[src/rtl/hcd_pkg.sv]
package hcd_pkg;

   localparam int CPU_AW   = 16;
   localparam int DATA_W   = 8;
   localparam int VRAM_AW  = 12;
   localparam int EXP_AW   = 14;
   localparam int ROM_AW   = 13;
   localparam int DISP_AW  = VRAM_AW + 1;

   localparam logic [CPU_AW-1:0] EXP_BASE = 16'h5000;
   localparam logic [DATA_W-1:0] IDLE_RD  = 8'hFF;

   typedef enum logic [2:0] {
      RG_NONE   = 3'd0,
      RG_ONCHIP = 3'd1,
      RG_VRAM   = 3'd2,
      RG_EXP    = 3'd3,
      RG_CTRL   = 3'd4,
      RG_ROM    = 3'd5
   } region_e;

   typedef struct packed {
      logic       spk;
      logic       css;
      logic       ag;
      logic [2:0] gm;
   } mode_latch_t;

   localparam mode_latch_t MODE_RESET = '0;

   function automatic mode_latch_t unpack_mode(input logic [DATA_W-1:0] d);
      mode_latch_t m;
      m.spk   = d[7];
      m.css   = d[6];
      m.ag    = d[5];
      m.gm[0] = d[4];
      m.gm[1] = d[3];
      m.gm[2] = d[2];
      return m;
   endfunction

endpackage

[src/rtl/hcd_region_decode.sv]
module hcd_region_decode
   import hcd_pkg::*;
#(
   parameter bit ROM_ALIAS = 1'b1
)(
   input  logic [CPU_AW-1:0] addr,
   input  logic              valid,
   output region_e           region
);

   logic page_zero;
   logic alias_ok;

   assign page_zero = (addr[11:8] == 4'h0);

   generate
      if (ROM_ALIAS) begin : g_alias
         assign alias_ok = 1'b1;
      end else begin : g_noalias
         assign alias_ok = 1'b0;
      end
   endgenerate

   always_comb begin
      region = RG_NONE;
      if (valid) begin
         unique case (addr[15:12])
            4'h0:                   region = page_zero ? RG_ONCHIP : RG_NONE;
            4'h4:                   region = RG_VRAM;
            4'h5, 4'h6, 4'h7, 4'h8: region = RG_EXP;
            4'h9, 4'hA, 4'hB:       region = RG_CTRL;
            4'hC, 4'hD:             region = alias_ok ? RG_ROM : RG_NONE;
            4'hE, 4'hF:             region = RG_ROM;
            default:                region = RG_NONE;
         endcase
      end
   end

endmodule

[src/rtl/hcd_ctrl_latch.sv]
module hcd_ctrl_latch
   import hcd_pkg::*;
(
   input  logic              clk,
   input  logic              rst_n,
   input  logic              load,
   input  logic [DATA_W-1:0] wdata,
   output mode_latch_t       q
);

   always_ff @(posedge clk or negedge rst_n) begin
      if (!rst_n)
         q <= MODE_RESET;
      else if (load)
         q <= unpack_mode(wdata);
   end

endmodule

[src/rtl/hcd_kbd_scan.sv]
module hcd_kbd_scan
   import hcd_pkg::*;
#(
   parameter int NCOL = 8,
   parameter int NROW = 6
)(
   input  logic [NCOL-1:0]      strobe_n,
   input  logic [NCOL*NROW-1:0] keys,
   output logic [DATA_W-1:0]    rows_n
);

   generate
      if (NROW < 1 || NROW > DATA_W) begin : g_bad_rows
         $error("hcd_kbd_scan: NROW out of range");
      end
      if (NCOL < 1) begin : g_bad_cols
         $error("hcd_kbd_scan: NCOL out of range");
      end

      for (genvar r = 0; r < DATA_W; r++) begin : g_row
         if (r < NROW) begin : g_live
            logic hit;
            always_comb begin
               hit = 1'b0;
               for (int c = 0; c < NCOL; c++)
                  hit = hit | (~strobe_n[c] & keys[c*NROW + r]);
            end
            assign rows_n[r] = ~hit;
         end else begin : g_pad
            assign rows_n[r] = 1'b1;
         end
      end
   endgenerate

endmodule

[src/rtl/hcd_bus_decoder.sv]
module hcd_bus_decoder
   import hcd_pkg::*;
#(
   parameter int NCOL      = 8,
   parameter int NROW      = 6,
   parameter bit ROM_ALIAS = 1'b1
)(
   input  logic                  clk,
   input  logic                  rst_n,
   input  logic [15:0]           cpu_addr,
   input  logic                  cpu_valid,
   input  logic                  cpu_wr,
   input  logic [7:0]            cpu_wdata,
   output logic [7:0]            cpu_rdata,
   input  logic [7:0]            onchip_rdata,
   input  logic [7:0]            vram_rdata,
   input  logic [7:0]            exp_rdata,
   input  logic [7:0]            rom_rdata,
   output logic                  cs_onchip,
   output logic                  cs_vram,
   output logic                  cs_exp,
   output logic                  cs_ctrl,
   output logic                  cs_rom,
   output logic [11:0]           vram_addr,
   output logic [13:0]           exp_addr,
   output logic [12:0]           rom_addr,
   input  logic [NCOL-1:0]       kbd_strobe,
   input  logic [NCOL*NROW-1:0]  key_down,
   input  logic [12:0]           disp_addr,
   output logic [11:0]           disp_vram_addr,
   output logic                  spk_out,
   output logic                  css_out,
   output logic                  ag_out,
   output logic [2:0]            gm_out,
   output logic                  int_ext_out
);

   localparam int STROBE_W = 8;

   generate
      if (NCOL > STROBE_W) begin : g_bad_ncol
         $error("hcd_bus_decoder: more columns than strobe lines");
      end
      if (VRAM_AW != 12 || DISP_AW != 13) begin : g_bad_vram
         $error("hcd_bus_decoder: video RAM width mismatch");
      end
   endgenerate

   region_e           region;
   mode_latch_t       mode_q;
   logic [DATA_W-1:0] kbd_rows_n;
   logic [CPU_AW-1:0] exp_off;
   logic              ctrl_load;

   hcd_region_decode #(
      .ROM_ALIAS (ROM_ALIAS)
   ) u_dec (
      .addr   (cpu_addr),
      .valid  (cpu_valid),
      .region (region)
   );

   assign cs_onchip = (region == RG_ONCHIP);
   assign cs_vram   = (region == RG_VRAM);
   assign cs_exp    = (region == RG_EXP);
   assign cs_ctrl   = (region == RG_CTRL);
   assign cs_rom    = (region == RG_ROM);

   assign exp_off   = cpu_addr - EXP_BASE;
   assign vram_addr = cpu_addr[VRAM_AW-1:0];
   assign exp_addr  = exp_off[EXP_AW-1:0];
   assign rom_addr  = cpu_addr[ROM_AW-1:0];

   assign disp_vram_addr = disp_addr[VRAM_AW-1:0];

   assign ctrl_load = cs_ctrl & cpu_wr;

   hcd_ctrl_latch u_latch (
      .clk   (clk),
      .rst_n (rst_n),
      .load  (ctrl_load),
      .wdata (cpu_wdata),
      .q     (mode_q)
   );

   hcd_kbd_scan #(
      .NCOL (NCOL),
      .NROW (NROW)
   ) u_kbd (
      .strobe_n (kbd_strobe),
      .keys     (key_down),
      .rows_n   (kbd_rows_n)
   );

   always_comb begin
      unique case (region)
         RG_ONCHIP: cpu_rdata = onchip_rdata;
         RG_VRAM:   cpu_rdata = vram_rdata;
         RG_EXP:    cpu_rdata = exp_rdata;
         RG_CTRL:   cpu_rdata = kbd_rows_n;
         RG_ROM:    cpu_rdata = rom_rdata;
         default:   cpu_rdata = IDLE_RD;
      endcase
   end

   assign spk_out     = mode_q.spk;
   assign css_out     = mode_q.css;
   assign ag_out      = mode_q.ag;
   assign gm_out      = mode_q.gm;
   assign int_ext_out = mode_q.gm[2];

endmodule

[config.mk]
export PLATFORM = sky130hd
export DESIGN_NAME = hcd_bus_decoder
export DESIGN_NICKNAME = d
export VERILOG_FILES = /design/src/rtl/hcd_pkg.sv /design/src/rtl/hcd_region_decode.sv /design/src/rtl/hcd_ctrl_latch.sv /design/src/rtl/hcd_kbd_scan.sv /design/src/rtl/hcd_bus_decoder.sv
export SDC_FILE = /design/constraint.sdc
export NUM_CORES = 1
export LEC_CHECK = 0
export BUFFER_PORTS_ARGS = -buffer_cell sky130_fd_sc_hd__buf_2
export CAP_MARGIN = 20
export CELL_PAD_IN_SITES_DETAIL_PLACEMENT = 1
export CELL_PAD_IN_SITES_GLOBAL_PLACEMENT = 1
export CORE_AREA = 2 2 103 80
export DETAILED_ROUTE_END_ITERATION = 10
export DIE_AREA = 0 0 105 82
export GPL_TIMING_DRIVEN = 0
export PLACE_DENSITY = 0.86
export REMOVE_ABC_BUFFERS = 1
export SLEW_MARGIN = 20
export SYNTH_ARGS = -nofsm -noshare
export SYNTH_HDL_FRONTEND = slang
export SYNTH_SLANG_ARGS = --single-unit
[constraint.sdc]
create_clock -name clk -period 3.7 [get_ports clk]
set_input_delay 0.37 -clock clk [delete_from_list [all_inputs] [get_ports clk]]
set_output_delay 0.37 -clock clk [all_outputs]
set_load 0.05 [all_outputs]
Word-level counts from Yosys, hierarchy flattened --
Cells that the tools add are included.
Word-level totals: register bits after elaboration 6, input bits 129, output and inout bits 71, logic and storage cells 136
Operators by class: add/sub/neg operators 1, equality and inequality tests 17, multiplexer cells 4, bitwise gates (word level) 105, reductions and logical operators 5
Operators with widths (number):
- $and 1x1->1 | 49
- $or 1x1->1 | 42
- $pmux 8 s5 | 1
- $eq 4x4->1 const B | 8
- $eq 4x3->1 const B | 4
- $pmux 3 s5 | 1
- $not 1->1 | 14
- $sub 14x13->14 const B | 1
- $logic_not 4->1 | 2
- $reduce_or 4->1 | 2
- $eq 3x2->1 const B | 2
- $eq 3x3->1 const B | 2
- $eq 3x1->1 const B | 1
- $mux 3 | 1
- $reduce_or 3->1 | 1
- $mux 1 | 1

Logic depth before layout (Yosys ltp) --
Gate-level depths: netlist (run 1).
depth in word-level cells 11, depth in mapped cells 8, mapped depth without buffers 7

Cells and area by module --
A second synthesis (run 1) with hierarchy kept.
Unflattened totals: cells, all modules 213, area total of the unflattened synthesis 1516.5 µm²
Modules (own cells, without submodules):
- hcd_bus_decoder | instances 1, cells each 109, area each 797.0 µm², seq. area each 0.0 µm²
- hcd_kbd_scan | instances 1, cells each 81, area each 386.6 µm², seq. area each 0.0 µm²
- hcd_ctrl_latch | instances 1, cells each 13, area each 251.5 µm², seq. area each 150.1 µm²
- hcd_region_decode | instances 1, cells each 10, area each 81.3 µm², seq. area each 0.0 µm²

Worst setup path after synthesis (run 1) --
No wires, ideal clock.
path kind input to output, start input port cpu_addr[12], end output port cpu_rdata[6], arrival 3.065 ns, required time 3.330 ns, path slack 0.265 ns, stages 7, path buffers 0, cells stage by stage inv_1 > ha_1 > nor3_1 > a32oi_1 > a21oi_1 > nand2_1 > nand4b_1
On the way: longest elaborated chain between the ends 6, elaborated cells between the ends (all ways) 24, classes of those cells 17 x eq/ne; 3 x mux; 4 x reduce/logical
Ends and longest elaborated chain:
- from (decl) | line hcd_bus_decoder.sv:10 | input logic [15:0] cpu_addr,
- $eq 4x4->1 or $eq 4x3->1 (tied branches) | line hcd_region_decode.sv:27 | unique case (addr[15:12])
- $reduce_or 4->1 (no line), or another cell as far along
- $pmux 3 s5 * | line hcd_region_decode.sv:27
- $mux 3 * | line hcd_region_decode.sv:26 | if (valid) begin
- $eq 3x2->1 *
- via cs_vram | line hcd_bus_decoder.sv:20 | output logic cs_vram,
- $pmux 8 s5 * | line hcd_bus_decoder.sv:96 | unique case (region)
- to (decl) | line hcd_bus_decoder.sv:14 | output logic [7:0] cpu_rdata,
Mark *: on every way through the listed nets, which the timed path passes. The rest lies on a longest branch.

Worst setup path after layout (run 1) --
start input port cpu_addr[12], end output port cpu_rdata[6]
On the way: longest elaborated chain between the ends 6, elaborated cells between the ends (all ways) 24, classes of those cells 17 x eq/ne; 3 x mux; 4 x reduce/logical
Ends and longest elaborated chain (line):
- $eq 4x4->1 or $eq 4x3->1 (tied branches) | hcd_region_decode.sv:27
- $reduce_or 4->1 (no line), or another cell as far along
- $pmux 3 s5 * | hcd_region_decode.sv:27
- $mux 3 * | hcd_region_decode.sv:26
- $eq 3x3->1, or another cell as far along | hcd_bus_decoder.sv:96
- $pmux 8 s5 * | hcd_bus_decoder.sv:96
Mark *: on every way between the ends. The rest lies on a longest branch, timed or not.

==> run_results.csv, run 1 <==
group,metric,value,unit
critical_path,critPathLaunchType,"input pin",
sta,fin_crit,2.98,ns
synthesis,synth.top_cell.area_share,25.1,%
clock_network,insertion_delay,0.23,ns
synthesis,synth-async-reset-ratio,100,%
sta,fmax,0.336,GHz
critical_path,worstSetupEndpointType,"output port",
floorplanning,core,7640,sq um
clock_network,cts_setup_buffers,0,
critical_path,worstRegToRegCells,1,
place,port_buffers,140,
sta,finalSetupViolations,0,
synthesis,synth_largest_area_cell,"buf_4",
synthesis,synth.area.top_cells,"buf_4 (25%), inv_1 (12%), dfrtp_1 (10%)",
grt,antenna_found_initial,0,
critical_path,worstPathMaxFanout,7,
drt,num_vias,1863,
grt,first_global_vias,1934,
synthesis,avgSynthCellArea,7.13,sq um
drt,drt-total-wl,7620,microns
floorplanning,rows,28,
min_path,whs_path_depth,2,
floorplanning,start_util,19.6,%
floorplanning,dieHeight,82,microns
cells_and_area,fillCellCount,1025,
critical_path,worstReg2RegStart,"u_latch.q[2]$_DFFE_PN0P_",
min_path,hp-class,"input pin to flop",
sta,maxSlewHeadroom,44.0,%
sta,rsz0062_at_grt,"false",
clock_network,ctsResizeCount,0,
cells_and_area,layout_common_cells,"buf_2 (140), inv_1 (49), o22ai_1 (18), nand2_1 (12)",
place,place_area,1940,sq um
floorplanning,dieArea,8610,sq um
critical_path,cp-startpoint,"cpu_addr[12]",
drt,drtAntennaViolNets,0,
grt,grt_usage,16.8,%
grt,grt-ovfl-total,0,
sta,finalSetupTns,0,ns
clock_network,htreeDepth,1,
floorplanning,pin_count,200,
synthesis,synthCells,210,
sta,finalCritPeriodShare,80.4,%
sta,final-hold-violation-count,0,
critical_path,arrival,2.61,ns
sta,report.final.slew_viol_count,0,
cells_and_area,largest-register,"u_latch.q",
cells_and_area,antenna_cells,0,
clock_network,cts_sinks,6,
synthesis,ys_seq_area_share,10.0,%
critical_path,cp.required,3.33,ns
floorplanning,die_w,105,microns
run,cap_violations,0,
drt,drc,0,
synthesis,synth_cell_types,39,
clock_network,cts_tree,"yes",
synthesis,synth_edf_count,0,
clock_network,path_clk_slew,0.04,ns
synthesis,synth-seq-cells,6,
synthesis,synthesis.area,1500,sq um
clock_network,clockRootBuffer,"clkbuf_8",
cells_and_area,syn_to_final_growth,33.0,%
sta,skew,0,ns
grt,grt_start_max_net_pins,11,
clock_network,cts_max_path_buffers,2,
cells_and_area,layout.cells.most_common,"buf_2",
cells_and_area,fin_area,1990,sq um
place,place_congestion,0.780,
power,peakVddDrop,0.000137,V
status,run_status,"complete, no violations",
critical_path,path_class,"input pin to output port",
power,p_leak,1.17,nW
cells_and_area,largest_register_ffs,6,
drt,drt-initial-drc-count,76,
clock_network,cts_hold_buf,1,
grt,grt_pass1_wl,10800,microns
place,dp_hpwl,6790,microns
synthesis,synthFlopType,"dfrtp_1",
power,power.density,276,nW/um^2
synthesis,yosys_warnings,0,
clock_network,cts_made_buffers,3,
drt,first_pass_iters,4,
cells_and_area,layout-drive-gt1-share,52.2,%
sta,worst_pin_slew,0.840,ns
drt,drt-vias-per-instance,4.59,
min_path,hold_start,"cpu_wdata[7]",
cells_and_area,reg_top3,"u_latch.q (6)",
drt,avgRoutedWirePerCell,18.8,microns
cells_and_area,layout.nets,436,
[cells by family (layout without fill, tap and decap cells)]
logic type                 after synthesis  in the layout  synth area share (%)
buffers and inverters                  102            193                  38.3
AOI/OAI and AO/OA                       50             50                  25.1
DFF                                      6              6                  10.0
and+or+nand+nor                         36             36                  14.6
adders and majority gates                4              4                  3.34
muxes                                   12             12                  8.61
[stage by stage]
step	hold WS [ns]	power (mW)	util (%)	cells	worst slack, ns
global placement	0.196	0.437	25.4	402	0.779
detailed placement	0.209	0.448	25.4	402	0.714
finish	0.387	0.549	26.1	406	0.724
global route	0.382	0.581	26.1	406	0.495
CTS	0.380	0.556	26.1	406	0.712
floorplan	0.0744	0.287	-	157	0.265
[report_power, final]
| group | leakage [nW] | total [mW] | switching, mW | internal, mW |
|---|---|---|---|---|
| combinational | 1.08 | 0.354 | 0.240 | 0.115 |
| clock | 0.0216 | 0.101 | 0.0312 | 0.0702 |
| sequential | 0.0740 | 0.0932 | 0.00973 | 0.0835 |
[area by class of cell]
type                            instances  area [sq um]  share of cell area, %
Inverter                               49           184                   9.23
Tap cell                              105           131                   6.60
Multi-Input combinational cell        102           774                   38.9
Sequential cell                         6           150                   7.54
Timing Repair Buffer                  141           711                   35.7
Clock buffer                            3          41.3                   2.07
[critical path, cell delays in order]
cell	delay, ns
buf_2	0.12
inv_1	0.08
ha_1	0.24
or4_4	0.56
a32oi_1	0.65
a21oi_1	0.14
nand2_1	0.12
nand4b_1	0.09
buf_2	0.23
[cell usage after synthesis, drive strengths merged (4+ instances only)]
master and count:
buf 52, inv 49, o22ai 18, nand2 13, a22oi 7, mux2 7
dfrtp 6, nor2 6, nor4 6, mux2i 5, ha 4, o211ai 4
[final timing paths]
check	to	slack, ns
max	cpu_rdata[6]	0.72
min	u_latch.q[5]$_DFFE_PN0P_	0.39
max reg2reg	u_latch.q[2]$_DFFE_PN0P_	2.91
min reg2reg	u_latch.q[4]$_DFFE_PN0P_	0.51
max in group asynchronous	u_latch.q[4]$_DFFE_PN0P_	3.04
min in group asynchronous	u_latch.q[0]$_DFFE_PN0P_	0.51
[per-layer routing]
metal	GRT usage, %	vias to the layer above	wire length [microns]
met5	6.55	-	78
met4	3.73	2	55
met3	8.25	6	872
met2	26.0	112	3420
met1	20.5	884	3200
li1	-	859	-
Note: power is estimated with default switching activity, not from simulation.
==> inputs of run 2 (changes only) <==
--- a/config.mk
+++ b/config.mk
@@ -5,15 +5,16 @@
 export SDC_FILE = /design/constraint.sdc
 export NUM_CORES = 1
 export LEC_CHECK = 0
+export ABC_AREA = 1
 export BUFFER_PORTS_ARGS = -buffer_cell sky130_fd_sc_hd__buf_2
 export CAP_MARGIN = 20
 export CELL_PAD_IN_SITES_DETAIL_PLACEMENT = 1
 export CELL_PAD_IN_SITES_GLOBAL_PLACEMENT = 1
-export CORE_AREA = 2 2 103 80
+export CORE_AREA = 2 2 117 90
 export DETAILED_ROUTE_END_ITERATION = 10
-export DIE_AREA = 0 0 105 82
+export DIE_AREA = 0 0 119 92
 export GPL_TIMING_DRIVEN = 0
-export PLACE_DENSITY = 0.86
+export PLACE_DENSITY = 0.78
 export REMOVE_ABC_BUFFERS = 1
 export SLEW_MARGIN = 20
 export SYNTH_ARGS = -nofsm -noshare
==> constraint.sdc (replaced) <==
create_clock -name clk -period 2.4 [get_ports clk]
set_input_delay 0.24 -clock clk [delete_from_list [all_inputs] [get_ports clk]]
set_output_delay 0.24 -clock clk [all_outputs]
set_load 0.05 [all_outputs]
==> run_results.csv, run 2 <==
group,metric,value,unit
grt,grt_pass1_wl,12800,microns
grt,grt_usage,14.9,%
cells_and_area,layout-drive-gt1-share,45.9,%
grt,grt_start_max_net_pins,13,
sta,finalCritPeriodShare,90.5,%
place,port_buffers,140,
cells_and_area,antenna_cells,0,
critical_path,worstPathMaxFanout,9,
synthesis,synth.top_cell.area_share,23.5,%
sta,maxSlewHeadroom,76.1,%
critical_path,cp.required,2.16,ns
power,peakVddDrop,0.000249,V
floorplanning,pin_count,200,
drt,drt-initial-drc-count,116,
power,p_sw_share,50.0,%
cells_and_area,layout.cells.most_common,"buf_2",
drt,drt-total-wl,8390,microns
cells_and_area,regArea,150,sq um
critical_path,path_class,"input pin to output port",
grt,first_global_vias,2429,
clock_network,path_clk_slew,0.03,ns
cells_and_area,layout_common_cells,"buf_2 (130), nand2_1 (94), nand3_1 (36), nor2_1 (29), inv_1 (27)",
cells_and_area,syn_to_final_growth,48.5,%
sta,worst_pin_slew,0.358,ns
cells_and_area,fin_area,2420,sq um
place,place_congestion,0.860,
clock_network,cts_made_buffers,3,
clock_network,htreeDepth,1,
status,run_status,"complete, no violations",
drt,drc,0,
synthesis,avgSynthCellArea,5.51,sq um
synthesis,synth-async-reset-ratio,100,%
synthesis,synth-seq-cells,6,
cells_and_area,layout.nets,529,
drt,first_pass_iters,4,
cells_and_area,final_util,24.3,%
floorplanning,dieHeight,92,microns
synthesis,synth_largest_area_cell,"buf_4",
cells_and_area,largest_register_ffs,6,
synthesis,netlist_top_cells_count,"nand2_1 (102), buf_4 (51), nand3_1 (36), nor2_1 (33), inv_1 (29)",
min_path,hp-class,"input pin to flop",
power,p_leak,1.42,nW
critical_path,critPathLaunchType,"input pin",
floorplanning,die_w,119,microns
cells_and_area,multiInputGateArea,1060,sq um
place,dp_hpwl,6880,microns
synthesis,synth_edf_count,0,
grt,antenna_found_initial,0,
drt,drtAntennaViolNets,0,
critical_path,timing.rr.end,"u_latch.q[2]$_DFFE_PN0P_",
synthesis,synthCells,296,
synthesis,synthFlopType,"dfrtp_1",
floorplanning,core,9970,sq um
critical_path,cp-startpoint,"cpu_addr[13]",
cells_and_area,fillCellCount,1307,
synthesis,synth_cell_types,18,
power,power.total,1.15,mW
clock_network,cts_tree,"yes",
synthesis,synth.area.top_cells,"buf_4 (23%), nand2_1 (23%), nand3_1 (11%)",
sta,fin_crit,2.17,ns
floorplanning,rows,32,
critical_path,regToRegSetupSlack,1.75,ns
sta,skew,0,ns
power,sequentialPowerShare,13.1,%
critical_path,worstReg2RegStart,"u_latch.q[2]$_DFFE_PN0P_",
min_path,whs_path_depth,3,
sta,fmax,0.460,GHz
critical_path,worstSetupEndpointType,"output port",
clock_network,insertion_delay,0.22,ns
floorplanning,dieArea,10900,sq um
sta,report.final.slew_viol_count,0,
clock_network,cts_sinks,6,
drt,drt-vias-per-instance,4.20,
clock_network,cts_max_path_buffers,2,
clock_network,clockRootBuffer,"clkbuf_16",
critical_path,arrival,1.93,ns
run,cap_violations,0,
power,power.density,473,nW/um^2
synthesis,yosys_warnings,0,
sta,final-hold-violation-count,0,
sta,rsz0062_at_grt,"false",
cells_and_area,largest-register,"u_latch.q",
power,intPower,573,uW
power,p_comb_share,63.6,%
critical_path,worstRegToRegCells,2,
synthesis,synthMostInstantiatedCell,"nand2_1",
place,place_area,2090,sq um
sta,finalSetupViolations,0,
power,power_frac_clock,23.3,%
synthesis,synthesis.area,1630,sq um
power,switchingPower,573,uW
critical_path,crit_end,"cpu_rdata[1]",
floorplanning,start_util,16.4,%
drt,num_vias,2225,
synthesis,ys_seq_area_share,9.20,%
grt,grt-ovfl-total,0,
drt,avgRoutedWirePerCell,15.8,microns
cells_and_area,reg_top3,"u_latch.q (6)",
## run 2: worst max-delay path, cell delays in order
cell and delay [ns]:
buf_2 0.11, inv_1 0.08, ha_1 0.19, nor2_2 0.11, nand2_1 0.08, nand2_2 0.13
nand2_4 0.08, nand2_4 0.09, nor2_4 0.04, buf_4 0.13, buf_12 0.13, nand3_1 0.07
nand2_1 0.07, nor2_2 0.12, nand2_1 0.08, buf_6 0.16
## run 2: per-layer routing
metal / routed length [microns] / global-route usage (%)
met1: 3640 / 19.0
met2: 3720 / 23.5
met3: 849 / 6.03
met4: 114 / 2.28
met5: 69 / 5.77
## run 2: worst min-delay path by stage
| stage | startpoint | endpoint |
|---|---|---|
| after floorplan | rst_n | u_latch.q[0]$_DFFE_PN0P_ |
| after global placement | rst_n | u_latch.q[2]$_DFFE_PN0P_ |
| after detailed placement | rst_n | u_latch.q[1]$_DFFE_PN0P_ |
| after CTS | cpu_wdata[7] | u_latch.q[5]$_DFFE_PN0P_ |
| after global routing | cpu_wdata[6] | u_latch.q[4]$_DFFE_PN0P_ |
| final | cpu_wdata[7] | u_latch.q[5]$_DFFE_PN0P_ |
## run 2: final cells by class
cell class                      instances  area share, %
Clock buffer                            3           3.10
Inverter                               32           5.06
Multi-Input combinational cell        205           43.6
Sequential cell                         6           6.20
Tap cell                              136           7.02
Timing Repair Buffer                  148           35.1
## run 2: power groups by stage
stage / sequential (mW) / combinational (mW) / clock, mW
2_1_floorplan: 0.275 / 0.253 / 0
3_3_place_gp: 0.149 / 0.636 / 0
3_5_place_dp: 0.150 / 0.652 / 0
4_1_cts: 0.150 / 0.685 / 0.271
5_1_grt: 0.154 / 0.781 / 0.279
6_report: 0.150 / 0.728 / 0.267
## run 2: kinds of logic (layout without fill, tap and decap cells)
kind of cell	Yosys count	after routing	synth area share [%]
adders and majority gates	4	4	3.07
AOI/OAI and AO/OA	2	3	1.53
buffers and inverters	86	183	32.9
DFF	6	6	9.20
and+or+nand+nor	198	198	53.3
## run 2: metrics by stage
stage	setup TNS, ns	hold slack (ns)	instances	setup WS, ns
floorplan	-1.67	-0.0556	242	-0.211
global placement	-1.56	0.0673	518	-0.240
detailed placement	-2.44	0.0745	518	-0.337
CTS	0	0.260	528	0.00725
global route	0	0.283	530	0.00220
finish	0	0.259	530	0.227
## run 2: repair_timing
item,4_1_cts,5_1_grt
resized for setup,4,43
setup buffers,5,2
hold buffers,1,0
pin swaps,3,13
hold endpoints to repair,6,0
setup endpoints to repair,9,10
gates cloned,1,0
